--- src/rtl/sfe_pkg.sv ---
// Shared types for the serial flash front-end.
package sfe_pkg;
    typedef enum logic [1:0] {
        LANE_SINGLE   = 2'd0,
        LANE_DUAL_IN  = 2'd1,
        LANE_DUAL_OUT = 2'd2
    } lane_mode_e;
endpackage

--- src/rtl/sfe_edge_bank.sv ---
// Edge detector bank: reports rise and fall of N level signals.
// Assumes the inputs are already synchronous to clk. The history register
// has no reset, so no edge appears at reset release.
module sfe_edge_bank #(
    parameter int N = 2
) (
    input  logic         clk,
    input  logic [N-1:0] lvl,
    output logic [N-1:0] rise,
    output logic [N-1:0] fall
);
    logic [N-1:0] prev;

    // Keep last sampled level of every input.
    always_ff @(posedge clk) begin
        prev <= lvl;
    end

    // Per-bit edge decode.
    for (genvar g = 0; g < N; g++) begin : g_edge
        assign rise[g] = lvl[g] & ~prev[g];
        assign fall[g] = ~lvl[g] & prev[g];
    end
endmodule

--- src/rtl/sfe_rx_shift.sv ---
// Receive shifter: assembles bytes MSB first from one or two lines.
// In dual mode the si line carries the higher bit of each pair.
// Assumes BYTE_W is a power of two and at least 4, and that the mode does
// not change in the middle of a byte.
module sfe_rx_shift #(
    parameter int BYTE_W = 8
) (
    input  logic              clk,
    input  logic              rst_n,
    input  logic              sample,
    input  logic              clear,
    input  logic              dual,
    input  logic              si,
    input  logic              so,
    output logic [BYTE_W-1:0] data,
    output logic              valid,
    output logic              partial
);
    localparam int CW = $clog2(BYTE_W);

    logic [CW-1:0]     cnt;
    logic [CW-1:0]     step;
    logic [BYTE_W-1:0] sh;
    logic [BYTE_W-1:0] nxt;
    logic              last;

    // Next shift value and bit advance for the selected lane count.
    always_comb begin
        if (dual) begin
            nxt  = {sh[BYTE_W-3:0], si, so};
            step = CW'(2);
        end else begin
            nxt  = {sh[BYTE_W-2:0], si};
            step = CW'(1);
        end
        last = (CW'(cnt + step) == '0);
    end

    assign partial = (cnt != '0);

    // Shift, count, and strobe completed bytes.
    always_ff @(posedge clk) begin
        if (!rst_n) begin
            cnt   <= '0;
            sh    <= '0;
            data  <= '0;
            valid <= 1'b0;
        end else if (clear) begin
            cnt   <= '0;
            valid <= 1'b0;
        end else begin
            valid <= 1'b0;
            if (sample) begin
                sh  <= nxt;
                cnt <= cnt + step;
                if (last) begin
                    data  <= nxt;
                    valid <= 1'b1;
                end
            end
        end
    end
endmodule

--- src/rtl/sfe_tx_shift.sv ---
// Transmit shifter: serialises bytes MSB first onto one or two lines.
// The first shift of a byte loads data_in and pulses take.
// hi_bit goes to the si pad (dual only). lo_bit goes to the so pad.
// Assumes the mode is fixed for a whole byte.
module sfe_tx_shift #(
    parameter int BYTE_W = 8
) (
    input  logic              clk,
    input  logic              rst_n,
    input  logic              shift,
    input  logic              clear,
    input  logic              dual,
    input  logic [BYTE_W-1:0] data_in,
    output logic              hi_bit,
    output logic              lo_bit,
    output logic              take,
    output logic              active
);
    localparam int CW = $clog2(BYTE_W);

    logic [CW-1:0]     cnt;
    logic [CW-1:0]     step;
    logic [BYTE_W-1:0] src;
    logic [BYTE_W-1:0] sh;

    // Pick the fresh byte at a byte boundary, else the shifter.
    always_comb begin
        src  = (cnt == '0) ? data_in : sh;
        step = dual ? CW'(2) : CW'(1);
    end

    // Drive bits on each shift request.
    always_ff @(posedge clk) begin
        if (!rst_n) begin
            cnt    <= '0;
            sh     <= '0;
            hi_bit <= 1'b0;
            lo_bit <= 1'b0;
            take   <= 1'b0;
            active <= 1'b0;
        end else if (clear) begin
            cnt    <= '0;
            hi_bit <= 1'b0;
            lo_bit <= 1'b0;
            take   <= 1'b0;
            active <= 1'b0;
        end else begin
            take <= 1'b0;
            if (shift) begin
                active <= 1'b1;
                take   <= (cnt == '0);
                hi_bit <= src[BYTE_W-1];
                lo_bit <= dual ? src[BYTE_W-2] : src[BYTE_W-1];
                sh     <= dual ? (src << 2) : (src << 1);
                cnt    <= cnt + step;
            end
        end
    end
endmodule

--- src/rtl/spi_flash_front.sv ---
// Serial flash host-link front-end.
// Detects chip-select framing and SCK edges from synchronised levels,
// receives bytes on rising SCK, and sends bytes on falling SCK.
// Each transfer uses one lane, or two when the decoder selects a dual mode.
// Reports standby only when deselected and the self-timed engine is idle.
// Assumes sck and cs_n share one synchroniser and each SCK phase lasts
// at least two clk cycles.
module spi_flash_front
    import sfe_pkg::*;
#(
    parameter int BYTE_W = 8
) (
    input  logic              clk,
    input  logic              rst_n,
    input  logic              sck,
    input  logic              cs_n,
    input  logic              si_in,
    output logic              si_out,
    output logic              si_oe,
    input  logic              so_in,
    output logic              so_out,
    output logic              so_oe,
    input  logic              busy,
    output logic              standby,
    output logic [BYTE_W-1:0] rx_data,
    output logic              rx_valid,
    output logic              frame_start,
    output logic              frame_end,
    output logic              frame_abort,
    input  logic              mode_load,
    input  logic [1:0]        mode_sel,
    input  logic              tx_enable,
    input  logic [BYTE_W-1:0] tx_data,
    output logic              tx_take
);
    localparam int SCK_IDX = 0;
    localparam int CS_IDX  = 1;

    logic [1:0] lvl, rise, fall;
    logic       sel, cs_open, cs_close, sck_up, sck_dn;
    lane_mode_e mode_q, mode_req;
    logic       opcode_seen;
    logic       rx_partial;
    logic       tx_hi, tx_lo, tx_active;

    assign lvl = {cs_n, sck};

    sfe_edge_bank #(.N(2)) u_edges (
        .clk  (clk),
        .lvl  (lvl),
        .rise (rise),
        .fall (fall)
    );

    assign sel      = ~cs_n;
    assign cs_open  = fall[CS_IDX];
    assign cs_close = rise[CS_IDX];
    assign sck_up   = rise[SCK_IDX] & sel;
    assign sck_dn   = fall[SCK_IDX] & sel;

    // Map the decoder's mode code; the spare code falls back to single lane.
    always_comb begin
        case (mode_sel)
            2'd1:    mode_req = LANE_DUAL_IN;
            2'd2:    mode_req = LANE_DUAL_OUT;
            default: mode_req = LANE_SINGLE;
        endcase
    end

    // Lane mode register: loads after the opcode, clears at frame close.
    always_ff @(posedge clk) begin
        if (!rst_n) begin
            mode_q      <= LANE_SINGLE;
            opcode_seen <= 1'b0;
        end else if (cs_close) begin
            mode_q      <= LANE_SINGLE;
            opcode_seen <= 1'b0;
        end else begin
            if (rx_valid)
                opcode_seen <= 1'b1;
            if (mode_load && sel && (opcode_seen || rx_valid))
                mode_q <= mode_req;
        end
    end

    sfe_rx_shift #(.BYTE_W(BYTE_W)) u_rx (
        .clk     (clk),
        .rst_n   (rst_n),
        .sample  (sck_up && (mode_q != LANE_DUAL_OUT)),
        .clear   (cs_close),
        .dual    (mode_q == LANE_DUAL_IN),
        .si      (si_in),
        .so      (so_in),
        .data    (rx_data),
        .valid   (rx_valid),
        .partial (rx_partial)
    );

    sfe_tx_shift #(.BYTE_W(BYTE_W)) u_tx (
        .clk     (clk),
        .rst_n   (rst_n),
        .shift   (sck_dn && tx_enable),
        .clear   (cs_close),
        .dual    (mode_q == LANE_DUAL_OUT),
        .data_in (tx_data),
        .hi_bit  (tx_hi),
        .lo_bit  (tx_lo),
        .take    (tx_take),
        .active  (tx_active)
    );

    assign so_out = tx_lo;
    assign si_out = tx_hi;
    assign so_oe  = tx_active;
    assign si_oe  = tx_active && (mode_q == LANE_DUAL_OUT);

    // Frame event pulses and standby indication.
    always_ff @(posedge clk) begin
        if (!rst_n) begin
            frame_start <= 1'b0;
            frame_end   <= 1'b0;
            frame_abort <= 1'b0;
            standby     <= 1'b0;
        end else begin
            frame_start <= cs_open;
            frame_end   <= cs_close;
            frame_abort <= cs_close && rx_partial;
            standby     <= cs_n && !busy;
        end
    end
endmodule

--- config.mk ---
export PLATFORM = sky130hd
export DESIGN_NAME = spi_flash_front
export DESIGN_NICKNAME = d
export VERILOG_FILES = /design/src/rtl/sfe_pkg.sv /design/src/rtl/sfe_edge_bank.sv /design/src/rtl/sfe_rx_shift.sv /design/src/rtl/sfe_tx_shift.sv /design/src/rtl/spi_flash_front.sv
export SDC_FILE = /design/constraint.sdc
export NUM_CORES = 1
export LEC_CHECK = 0
export CAP_MARGIN = 20
export CORE_MARGIN = 4
export CORE_UTILIZATION = 48
export DETAILED_ROUTE_END_ITERATION = 12
export DONT_BUFFER_PORTS = 1
export PLACE_DENSITY = 0.74
export SLEW_MARGIN = 40
export SYNTH_ARGS = -nofsm -noshare
export SYNTH_HDL_FRONTEND = slang
export SYNTH_SLANG_ARGS = --single-unit
--- constraint.sdc ---
create_clock -name clk -period 2.9 [get_ports clk]
set_input_delay 0.145 -clock clk [delete_from_list [all_inputs] [get_ports clk]]
set_output_delay 0.145 -clock clk [all_outputs]
set_load 0.02 [all_outputs]
* Yosys cells after proc, flatten, opt, wreduce, memory -nomap -nowiden
Cells that the tools add are included.
Storage, ports and cells: output and inout bits 18, bits in registers 43, memory bits (writable) 0, input port bits 19, memory bits (read-only) 0, latch bits 0, memories kept 0
Operators by class: multipliers 0, magnitude comparators 0, divide/modulo/power cells 0, multiplexer cells 8, reduce and logical (&&, ||, !) cells 18, shifts and indexed selects 0, equal/unequal tests 5, add/subtract/negate cells 2, bitwise logic cells 14
Operators by type and width (number):
- $mux 8 | 3
- $not 1->1 | 8
- $logic_and 1x1->1 | 7
- $and 1x1->1 | 6
- $logic_not 3->1 | 2
- $reduce_or 3->1 | 2
- $eq 2x1->1 const B | 2
- $eq 2x2->1 const B | 2
- $mux 2 | 2
- $pmux 2 s2 | 1
- $reduce_and 2->1 | 2
- $add 3x2->3 | 1
- $add 3x3->3 | 1
- $reduce_and 3->1 | 1
- $reduce_bool 3->1 | 1
- $mux 1 | 2
- $ne 2x2->1 const B | 1
- $reduce_or 2->1 | 1
- $logic_not 1->1 | 1
- $logic_or 1x1->1 | 1

* Depth between registers and ports, before layout
Gate-level depths: netlist of run 1.
word-level depth 6, mapped depth 10

* Modules after synthesis
From an unflattened synthesis of run 1, not the netlist that was laid out.
Unflattened totals: cells, all modules 198, area total of the unflattened synthesis 2011.9 um^2
Modules (own cells, without submodules):
- sfe_rx_shift | cells each 88, instances 1, area an instance 932.1 um^2
- sfe_tx_shift | cells each 77, instances 1, area an instance 726.9 um^2
- spi_flash_front | cells each 27, instances 1, area an instance 277.8 um^2
- sfe_edge_bank | cells each 6, instances 1, area an instance 75.1 um^2

* Worst setup path before layout of run 1
OpenSTA, ideal clock, no wires.
path kind register -> register, start point reg mode_q[1], end point reg u_rx.data[0], library setup time 0.059 ns, stages on the path, launching flop included 11, arrival 2.236 ns, setup slack 0.606 ns, data required time 2.841 ns, cells stage by stage dfxtp_1 nand2b_1 buf_2 ha_1 inv_1 fa_1 xnor2_1 nor4b_4 and2_1 buf_6 o211a_1
Between the ends: cells in the longest elaborated chain, start to end 5, elaborated cells on any way between the ends 8, classes of those cells add/sub (1); eq/ne (2); mux (2); reduce/logical (3)
Ends and longest elaborated chain:
- from (decl) | line spi_flash_front.sv:41 | lane_mode_e mode_q, mode_req;
- from (signal assigned) | line spi_flash_front.sv:82 | mode_q <= mode_req;
- $eq 2x1->1 | line spi_flash_front.sv:91 | .dual (mode_q == LANE_DUAL_IN),
- $mux 2 | line sfe_rx_shift.sv:29 | if (dual) begin
- $add 3x2->3 | line sfe_rx_shift.sv:36 | last = (CW'(cnt + step) == '0);
- $logic_not 3->1 | line sfe_rx_shift.sv:36
- $reduce_and 3->1 (no line)
- to (signal assigned) | line sfe_rx_shift.sv:57 | data <= nxt;
- to (decl) | line sfe_rx_shift.sv:15 | output logic [BYTE_W-1:0] data,
Parallel ways exist; a longest one is shown, timed or not. A chain may end at the register's enable or synchronous reset.

* Final worst setup path of run 1
start point reg mode_q[1], end point reg u_rx.data[1]
Same word-level chain as after synthesis.

==> impl_results.md, run 1 <==
* PortBufs at 0
* Worst hold path type: in2reg
* Tcrit/Tclk final at 0.8088
* Vias in the first global route at about 1,400
* Syn Area/Cell at just under 10 sq um
* DIE HEIGHT at roughly 70 um
* Clock latency on the worst-skew pair at between 0.2 and 0.3 ns
* Rel. slew slack at 0.4418
* Area of the die at about 0.0049 sq mm
* Synth cell count leaders: dfxtp_1 (42), nand2_1 (22), nor2_1 (18)
* Largest net degree at the start of global routing at 17
* Mapped Area at between 0.0015 and 0.002 sq mm
* Most used routing layer: met2
* Clock Skew at approximately 0.0076 ns
* Min Hold Slack at around 0.0055 ns
* Register area share after synthesis at 0.4525
* Areal power density over the cells at 513.1 mW/mm^2
* Most common cell in the synthesized netlist: dfxtp_1
* VDD IR max at 0.2198 mV
* Starting DRT DRC Count at 80
* I/O pins at 37
* Cell taking the most area after synthesis: dfxtp_1
* Leakage at around 0.93 nW
* Outcome: complete, no violations
* # resized after CTS at 0
* Comb pwr share at 0.063
* Remaining DRCs at 0
* Post-CTS setup buffers at 0
* Core area at 0.003689 sq mm
* GRT Overall Usage at 0.1619
* Highest clock rate at ~430 MHz
* Detail Route Antenna Nets at 0
* Power consumption at between 0.001 and 0.0015 W
* Detail-routed via count per cell at between 5 and 6
* First-pass GRT wire length at ~6.4 mm
* Top cells by area, synth: dfxtp_1 (45%), o211a_1 (8.1%), mux2i_1 (5.4%)
* Seq pwr share at 0.597
* Net Switching at approximately 0.00023 W
* Met3 Use GR at 0.07050
* GR Util met2 at 0.2665
* Synthesized instance count at between 150 and 200
* Sw Share at 0.2235
* CTS tree: yes
* Detailed Place HPWL at 2.742 mm
* Area Overhead vs Synth at 6.128%
* Vias at 1,375
* Type of the worst setup path: reg2reg
* Hold Fails Final Rpt at 0
* Cell row count at 22
* Cell-internal power at a little under 0.0008 W
* Met1 GRT Util at 0.1837
* Crit path max fanout at 10
* Reg clk slew, reported paths at approximately 0.07 ns
* Max_cap viols at 0
* Placed Instances at 225
* Share of layout cells above drive strength 1 at 0.1016
* Area share of the largest cell type after synthesis at 0.4525
* RSZ-0062 raised after global routing: no
* CP startpoint kind: flip-flop
* Post-synth EDFFs at 0
* Remaining global-route overflow at 0
* Clk buf depth at 2
* Ys flop type: dfxtp_1
* Nets at 210
* Ys Warns at 0
* Multi-input gate area at approximately 940 sq um
* Post-Route WL at roughly 3.8 mm
* Initial core utilization at 0.5037
* Post-CTS Hold Buffers at 3
* Die span in x at 70.22 um
* Register area at 840.8 sq um
* Root buffer cell: clkbuf_8
* CP endpoint kind: flip-flop
* Synth async-reset ratio at 0
* Worst-margin pin slew at roughly 0.83 ns
* Post-synth net total at 210
* WL/cell at about 16 um
* CP arrival at 2.58 ns
* Diodes inserted at 0
* Yosys cell types at 42
* Critical Path RT at between 3 and 4 ns
* DR pass1 iterations at 4
* Global placer's final weighted congestion at 0.7503
* Non-Filler Instances at 235
* Seq cells post-synth at 42
* Final setup viols at 0
* Clk sinks at 42
* Initial antenna violation count at 0
* Setup TNS at 0 ns
* Layout fillers at 345
* Slew Limit Fails at 0
* Final min period at ~2.3 ns
* Cts bufs inserted at 5
* Power share of the clock group at 0.340
* Max H-tree Level at 2
[worst paths after layout]
check	startpoint	end	slack (ns)	cells past startpoint
hold reg to reg	u_edges.prev[1]	frame_start	0.47	2
setup / recovery	mode_q[1]	u_rx.data[1]	0.55	7
setup reg to reg	mode_q[1]	u_rx.data[1]	0.55	7
hold / removal	rst_n	u_tx.sh[1]	0.006	1
[metal layers]
metal  vias to the layer above  part of all wire
li1                        664                 -
met1                       652              0.43
met2                        51              0.47
met3                         8             0.086
met4                         0             0.020
met5                         -                 0
[power by group through the flow]
stage,Clock [W],Sequential (W),Combinational (W)
after global placement,0,0.000617,0.0000534
final,0.000344,0.000604,0.0000635
after global routing,0.000380,0.000606,0.0000701
after detailed placement,0,0.000618,0.0000569
after floorplan,0,0.000615,0.0000557
after CTS,0.000351,0.000604,0.0000635
[cells by family (layout without fill, tap and decap cells)]
| group | count (synthesis) | count (layout) | share of synthesized area |
|---|---|---|---|
| flops | 42 | 42 | 0.4525 |
| xor+xnor | 3 | 3 | 0.01414 |
| compound gates | 36 | 36 | 0.1576 |
| buf+inv | 15 | 15 | 0.04242 |
| simple gates | 72 | 72 | 0.2141 |
| mux | 15 | 15 | 0.08418 |
| fa+ha+maj | 4 | 4 | 0.03502 |
[critical path, stage by stage (launching register included)]
cell      delay [ns]
dfxtp_1         0.33
nand2b_1        0.17
buf_4           0.19
fa_1            0.43
xnor2_1         0.17
nor4b_4         0.45
and2_1          0.36
o211a_1         0.18
[cells in the final DEF (no fill, tap or decap), drive strengths merged, types with 2 or more instances in the layout]
cell type / synthesis / routed
dfxtp: 42 / 42
nand2: 22 / 22
nor2: 18 / 18
o211a: 15 / 15
mux2i: 10 / 10
a21oi: 8 / 8
nand3: 8 / 8
nand2b: 7 / 7
clkbuf: 6 / 7
mux2: 5 / 5
o32ai: 4 / 4
and2: 3 / 3
dlygate4sd3: 0 / 3
inv: 3 / 3
a211oi: 2 / 2
xnor2: 2 / 2
nand3b: 2 / 2
fa: 2 / 2
ha: 2 / 2
buf: 6 / 2
nor3: 2 / 2
and3: 2 / 2
[sequential cells by signal, summed over array words and instances, names as in the netlist, 2 cells and up]
signal and count:
u_rx.sh 7, u_rx.data 8, u_rx.cnt 3, u_edges.prev 2, mode_q 2, u_tx.sh 7
u_tx.cnt 3
[per-stage QoR]
stage	area, sq um	setup WS, ns	util
after floorplan	1858	0.6055	-
after global placement	1866	0.6884	0.5058
after detailed placement	1866	0.5870	0.5058
after CTS	1972	0.5496	0.5346
after global routing	1972	0.3934	0.5346
final	1972	0.5546	0.5346
[final cells by class]
class,instances,share of cell area
clock buffers,7,0.03871
multi-input cells,130,0.4759
flip-flops and latches,42,0.4264
inverters,3,0.005711
well taps,48,0.03046
repair buffers,5,0.02284
No activity file was read; power rests on OpenSTA's default activity.
==> run 2: changes to the inputs <==
- ABC_AREA: unset -> 1
- clock period: 2.9 -> 2.2 ns (I/O delays scaled with it)
==> impl_results.md, run 2 <==
* Outcome: complete, no violations (unchanged)
* PortBufs at 0 (unchanged)
* Post-Route WL at 3.861 mm (was 3.771 mm)
* Crit path to: u_rx.data[3] (was u_rx.data[1])
* Largest net degree at the start of global routing at 20 (was 17)
* Clk buf depth at 2 (unchanged)
* Core area at 0.003799 sq mm (was 0.003689 sq mm)
* Final setup viols at 0 (unchanged)
* Delay-heaviest family, CP: adder cells (was simple AND/OR/NAND/NOR gates)
* Area Overhead vs Synth at 8.748% (was 6.128%)
* Comb pwr share at 0.080 (was 0.063)
* Cts bufs inserted at 5 (unchanged)
* Capturing point of the worst reg2reg path: u_rx.data[3] (was u_rx.data[1])
* Power share of the clock group at 0.340 (about the same)
* Buf+Inv Stages, Crit Path at 3 (was 1)
* # resized after CTS at 0 (unchanged)
* Vias at 1,657 (was 1,375)
* Rel. slew slack at 0.5920 (was 0.4418)
* Die span in x at 71.89 um (was 70.22 um)
* Vias in the first global route at 1,572 (was 1,421)
* CP startpoint kind: flip-flop (unchanged)
* CTS tree: yes (unchanged)
* Starting DRT DRC Count at 117 (was 80)
* Hold Fails Final Rpt at 0 (unchanged)
* Placed cell area at 0.002012 sq mm (was 0.001866 sq mm)
* Area share of the largest cell type after synthesis at 0.4291 (was 0.4525)
* Worst path depth at 11 (was 7)
* Clk sinks at 42 (unchanged)
* Global placer's final weighted congestion at 0.7725 (was 0.7503)
* Final min period at 1.917 ns (was 2.345 ns)
* Worst reg2reg setup slack at 0.28 ns (was 0.55 ns)
* Max H-tree Level at 2 (unchanged)
* Seq pwr share at 0.579 (was 0.597)
* Max_cap viols at 0 (unchanged)
* CP endpoint kind: flip-flop (unchanged)
* DIE HEIGHT at 71.89 um (was 70.22 um)
* Slowest CP cell: fa_1 (was nor4b_4)
* Register area share after synthesis at 0.4291 (was 0.4525)
* Top flop regs: u_rx.data: 8 flops, u_rx.sh: 7 flops, u_tx.sh: 7 flops (unchanged)
* Area of the die at 0.005168 sq mm (was 0.004930 sq mm)
* Post-synth EDFFs at 0 (unchanged)
* I/O pins at 37 (unchanged)
* Critical Path RT at 2.39 ns (was 3.13 ns)
* Multi-input gate area at 889.6 sq um (was 938.4 sq um)
* Clock latency on the worst-skew pair at 0.29 ns (about the same)
* Mapped Area at 0.001959 sq mm (was 0.001858 sq mm)
* Top cells by area, synth: dfxtp_1 (43%), nand2_1 (14%), inv_1 (8.8%) (was dfxtp_1 (45%), o211a_1 (8.1%), mux2i_1 (5.4%))
* Most frequent cells in the layout: nand2_1 (73), inv_1 (46), dfxtp_1 (42) (was dfxtp_1 (42), nand2_1 (22), nor2_1 (18))
* DR pass1 iterations at 4 (unchanged)
* Detail-routed via count per cell at 4.874 (was 5.851)
* Clock Skew at 0.004574 ns (was 0.007569 ns)
* Cell taking the most area after synthesis: dfxtp_1 (unchanged)
* Synth cell count leaders: nand2_1 (73), inv_1 (46), dfxtp_1 (42) (was dfxtp_1 (42), nand2_1 (22), nor2_1 (18))
* Biggest register: u_rx.data (unchanged)
* Worst-margin pin slew at 0.6099 ns (was 0.8328 ns)
* Syn Area/Cell at 6.899 sq um (was 9.936 sq um)
* Crit path max fanout at 7 (was 10)
* Finished layout cell area at 0.002131 sq mm (was 0.001972 sq mm)
* Share of layout cells above drive strength 1 at 0.08562 (was 0.1016)
* FF-to-FF path depth at 11 (was 7)
* Synth async-reset ratio at 0 (unchanged)
* Highest clock rate at 521.7 MHz (was 426.4 MHz)
* Cell-internal power at 0.001032 W (was 0.0007857 W)
* Slew Limit Fails at 0 (unchanged)
* Ys Warns at 0 (unchanged)
* Tcrit/Tclk final at 0.8712 (was 0.8088)
* Areal power density over the cells at 645.3 mW/mm^2 (was 513.1 mW/mm^2)
* Diodes inserted at 0 (unchanged)
* Synthesized instance count at 284 (was 187)
* Crit-path cells: inv_1 > nand2_2 > ha_1 > inv_1 > fa_1 > nand2_1 > nor2_2 > buf_4 > nand3_1 > nand2_1 > nor2_1 (was nand2b_1 > buf_4 > fa_1 > xnor2_1 > nor4b_4 > and2_1 > o211a_1)
* Remaining DRCs at 0 (unchanged)
* Cell row count at 22 (unchanged)
* Most common cell after layout, fill and taps aside: nand2_1 (was dfxtp_1)
* VDD IR max at 0.3582 mV (was 0.2198 mV)
* Worst Setup SP: mode_q[1] (unchanged)
* Layout fillers at 370 (was 345)
* Number of flip-flops in the largest register at 8 (unchanged)
* Post-synth net total at 307 (was 210)
* WL/cell at 11.36 um (was 16.05 um)
* Initial antenna violation count at 0 (unchanged)
* Net Switching at 0.0003430 W (was 0.0002261 W)
* CP peak stage delay at 0.50 ns (was 0.45 ns)
* Type of the worst setup path: reg2reg (unchanged)
* Nets at 315 (was 210)
* First-pass GRT wire length at 6.810 mm (was 6.368 mm)
* Critical R2R Launch: mode_q[1] (unchanged)
* Most common cell in the synthesized netlist: nand2_1 (was dfxtp_1)
* Remaining global-route overflow at 0 (unchanged)
* Seq cells post-synth at 42 (unchanged)
* RSZ-0062 raised after global routing: no (unchanged)
* Sw Share at 0.2494 (was 0.2235)
* Detailed Place HPWL at 2.761 mm (was 2.742 mm)
* Detail Route Antenna Nets at 0 (unchanged)
* Setup TNS at 0 ns (unchanged)
* Initial core utilization at 0.5158 (was 0.5037)
* Yosys cell types at 25 (was 42)
* Post-CTS setup buffers at 0 (unchanged)
* Reg clk slew, reported paths at 0.08 ns (was 0.07 ns)
* Leakage at 1.031 nW (was 0.9291 nW)
* CP arrival at 2.11 ns (was 2.58 ns)
* Root buffer cell: clkbuf_8 (unchanged)
* GRT Overall Usage at 0.1615 (was 0.1619)
* Worst hold path type: in2reg (unchanged)
* Ys flop type: dfxtp_1 (unchanged)
* Register area at 840.8 sq um (unchanged)
## run 2: cell types whose count changed after synthesis, moves of 7 or more
cell      before  now
mux2i_1       10    0
inv_1          2   46
nand3_1        8   22
o211a_1       15    0
o21ai_0        1   14
nor2_1        18   36
nand2_1       22   73
nand2b_1       7    0
## run 2: metal layers
layer	track usage	routed length, um
met5	0	0
met4	0.04802	65
met3	0.05402	210
met2	0.2469	1719
met1	0.2166	1866
## run 2: metrics by stage
stage	worst slack (ns)	instances	hold slack, ns	power [W]	utilization
after floorplan	0.05645	284	0.1377	0.0008971	-
after global placement	0.3557	329	0.1379	0.0009121	0.5296
after detailed placement	0.3050	329	0.1379	0.0009140	0.5296
after CTS	0.2760	340	0.01697	0.001391	0.5609
after global routing	0.09887	340	0.007481	0.001444	0.5609
final	0.2834	340	0.02029	0.001375	0.5609
## run 2: area by class of cell
class	count	share of cell area
multi-input cells	184	0.4175
flip-flops and latches	42	0.3946
inverters	51	0.08984
repair buffers	8	0.03288
clock buffers	5	0.03230
well taps	48	0.02819
clock inverters	2	0.004698
## run 2: what timing repair did
action                                  in CTS  in global routing
endpoints found under the setup margin       0                  0
hold endpoints to repair                    17                  0
hold buffers                                 4                  0
## run 2: cell families after synthesis
kind of cell,Yosys count,synth area share
AOI/OAI and AO/OA,31,0.09068
xor gates and xnor gates,2,0.008942
adders and majority gates,4,0.03320
buffers and inverters,58,0.1169
DFF,42,0.4291
and+or+nand+nor,147,0.3212
## run 2: worst min path at each step
stage,cells after the start,slack [ns],from,endpoint
final,2,0.02,mode_sel[1],mode_q[1]
after global routing,2,0.007,mode_sel[1],mode_q[1]
after CTS,2,0.02,mode_sel[1],mode_q[1]
after detailed placement,0,0.14,sck,u_edges.prev[0]
after global placement,0,0.14,sck,u_edges.prev[0]
after floorplan,0,0.14,sck,u_edges.prev[0]
## run 2: power groups by stage
stage / logic [W] / clock network [W] / registers, W
after CTS: 0.000110 / 0.000485 / 0.000797
final: 0.000110 / 0.000468 / 0.000797
after global placement: 0.0000975 / 0 / 0.000815
after floorplan: 0.0000851 / 0 / 0.000812
after global routing: 0.000127 / 0.000518 / 0.000799
after detailed placement: 0.0000992 / 0 / 0.000815
==> run 3: changes to the inputs <==
--- a/constraint.sdc
+++ b/constraint.sdc
@@ -3,2 +3,2 @@
 set_output_delay 0.11 -clock clk [all_outputs]
-set_load 0.02 [all_outputs]
+set_load 0.1 [all_outputs]
==> impl_results.md, run 3 (synthesis results as in run 2) <==
* Final core utilization at 0.5965 (was 0.5609)
* Met1 GRT Util at 0.2158 (was 0.2166)
* Biggest register: u_rx.data (unchanged)
* Die span in x at 71.89 um (unchanged)
* Crit path max fanout at 7 (unchanged)
* CP endpoint kind: flip-flop (unchanged)
* Cell row count at 22 (unchanged)
* Starting DRT DRC Count at 84 (was 117)
* CP startpoint kind: flip-flop (unchanged)
* Nets at 333 (was 315)
* Slowest CP cell: fa_1 (unchanged)
* Core area at 0.003799 sq mm (unchanged)
* Vias at 1,690 (was 1,657)
* Global placer's final weighted congestion at 0.8571 (was 0.7725)
* Most used routing layer: met2 (unchanged)
* GR Util met2 at 0.2714 (was 0.2469)
* Number of flip-flops in the largest register at 8 (unchanged)
* Placed cell area at 0.002150 sq mm (was 0.002012 sq mm)
* Outcome: complete, no violations (unchanged)
* Detail Route Antenna Nets at 0 (unchanged)
* Layout fillers at 365 (was 370)
* Critical R2R Launch: mode_q[1] (unchanged)
* Place WS at 0.3101 ns (was 0.3050 ns)
* CP peak stage delay at 0.50 ns (about the same)
* # resized after CTS at 0 (unchanged)
* Final worst slack at 0.2949 ns (was 0.2834 ns)
* Critical Path RT at 2.39 ns (about the same)
* HP Start: mode_sel[1] (unchanged)
* Worst Setup SP: mode_q[1] (unchanged)
* Area of the die at 0.005168 sq mm (unchanged)
* Top flop regs: u_rx.data: 8 flops, u_rx.sh: 7 flops, u_tx.sh: 7 flops (unchanged)
* Clk buf depth at 2 (unchanged)
* Crit-path cells: inv_1 > nand2_2 > ha_1 > inv_1 > fa_1 > nand2_1 > nor2_2 > buf_4 > nand3_1 > nand2_1 > nor2_1 (unchanged)
* Clk sinks at 42 (unchanged)
* Finished layout cell area at 0.002266 sq mm (was 0.002131 sq mm)
* Leakage at 1.123 nW (was 1.031 nW)
* WL/cell at 11.30 um (was 11.36 um)
* CP arrival at 2.10 ns (was 2.11 ns)
* DR pass1 iterations at 4 (unchanged)
* GRT Overall Usage at 0.1665 (was 0.1615)
* Clock Skew at 0.002532 ns (was 0.004574 ns)
* Largest net degree at the start of global routing at 20 (unchanged)
* Diodes inserted at 0 (unchanged)
* Vias in the first global route at 1,584 (was 1,572)
* Final min period at 1.905 ns (was 1.917 ns)
* VDD IR max at 0.4998 mV (was 0.3582 mV)
* First-pass GRT wire length at 6.982 mm (was 6.810 mm)
* Max H-tree Level at 2 (unchanged)
* Root buffer cell: clkbuf_8 (unchanged)
* Max_cap viols at 0 (unchanged)
* Remaining DRCs at 0 (unchanged)
* Rel. slew slack at 0.6255 (was 0.5920)
* PortBufs at 0 (unchanged)
* I/O pins at 37 (unchanged)
* Worst hold path type: in2reg (unchanged)
* Type of the worst setup path: reg2reg (unchanged)
* Worst-margin pin slew at 0.5599 ns (was 0.6099 ns)
* Most common cell after layout, fill and taps aside: nand2_1 (unchanged)
* Reg clk slew, reported paths at 0.07 ns (was 0.08 ns)
* Post-Route WL at 4.047 mm (was 3.861 mm)
* Slew Limit Fails at 0 (unchanged)
* Met3 Use GR at 0.04432 (was 0.05402)
* CTS tree: yes (unchanged)
* Remaining global-route overflow at 0 (unchanged)
* Tcrit/Tclk final at 0.8660 (was 0.8712)
* Detailed Place HPWL at 2.808 mm (was 2.761 mm)
* Setup TNS at 0 ns (unchanged)
* Clock latency on the worst-skew pair at 0.29 ns (about the same)
* Hold Fails Final Rpt at 0 (unchanged)
* Initial core utilization at 0.5158 (unchanged)
* Highest clock rate at 524.9 MHz (was 521.7 MHz)
* Initial antenna violation count at 0 (unchanged)
* Final setup viols at 0 (unchanged)
* Most frequent cells in the layout: nand2_1 (73), inv_1 (46), dfxtp_1 (42) (unchanged)
* RSZ-0062 raised after global routing: no (unchanged)
* Areal power density over the cells at 619.7 mW/mm^2 (was 645.3 mW/mm^2)
* Cts bufs inserted at 5 (unchanged)
* Share of layout cells above drive strength 1 at 0.1355 (was 0.08562)
* Area Overhead vs Synth at 15.64% (was 8.748%)
* Detail-routed via count per cell at 4.721 (was 4.874)
* DIE HEIGHT at 71.89 um (unchanged)
[run 3: path summary, 6_finish.rpt]
check        cells after the start  slack [ns]      endpoint
max                             11        0.29  u_rx.data[5]
min                              2        0.02     mode_q[1]
max reg2reg                     11        0.29  u_rx.data[5]
min reg2reg                      2        0.44   frame_start
[run 3: power breakdown]
part	leakage, nW	switching (W)	internal [W]	total [W]
Clock	0.0383	0.000240	0.000218	0.000458
Combinational	0.743	0.000110	0.0000463	0.000156
Sequential	0.341	0.0000108	0.000779	0.000790
[run 3: layer usage]
| layer | vias to the layer above | share of wire |
|---|---|---|
| li1 | 923 | - |
| met1 | 726 | 0.46 |
| met2 | 36 | 0.47 |
| met3 | 5 | 0.065 |
| met4 | 0 | 0.0089 |
| met5 | - | 0 |
[run 3: area by class of cell]
class | count | area (sq um) | share of cell area
multi-input combinational | 184 | 892.1 | 0.3937
sequential | 42 | 840.8 | 0.3711
timing repair buffer | 26 | 205.2 | 0.09056
inverter | 51 | 191.4 | 0.08448
clock buffer | 7 | 76.32 | 0.03368
tap | 48 | 60.06 | 0.02650
[run 3: worst max-delay path, delay by kind of cell, from the launching register on]
kind | cells | cell delay (ns)
adders and majority gates | 2 | 0.63
and+or+nand+nor | 6 | 0.49
DFF | 1 | 0.40
buffers and inverters | 3 | 0.29
[run 3: per-stage QoR]
stage | hold WS [ns] | total power (W) | instances
3_3_place_gp | 0.1379 | 0.0009500 | 347
4_1_cts | 0.01886 | 0.001417 | 358
2_1_floorplan | 0.1377 | 0.0009280 | 284
5_1_grt | 0.04161 | 0.001466 | 358
3_5_place_dp | 0.1379 | 0.0009524 | 347
6_report | 0.02466 | 0.001404 | 358
[run 3: what timing repair did]
item                                   CTS  global route
setup buffers                            0             0
hold buffers                             4             0
endpoints found under the hold margin   17             0
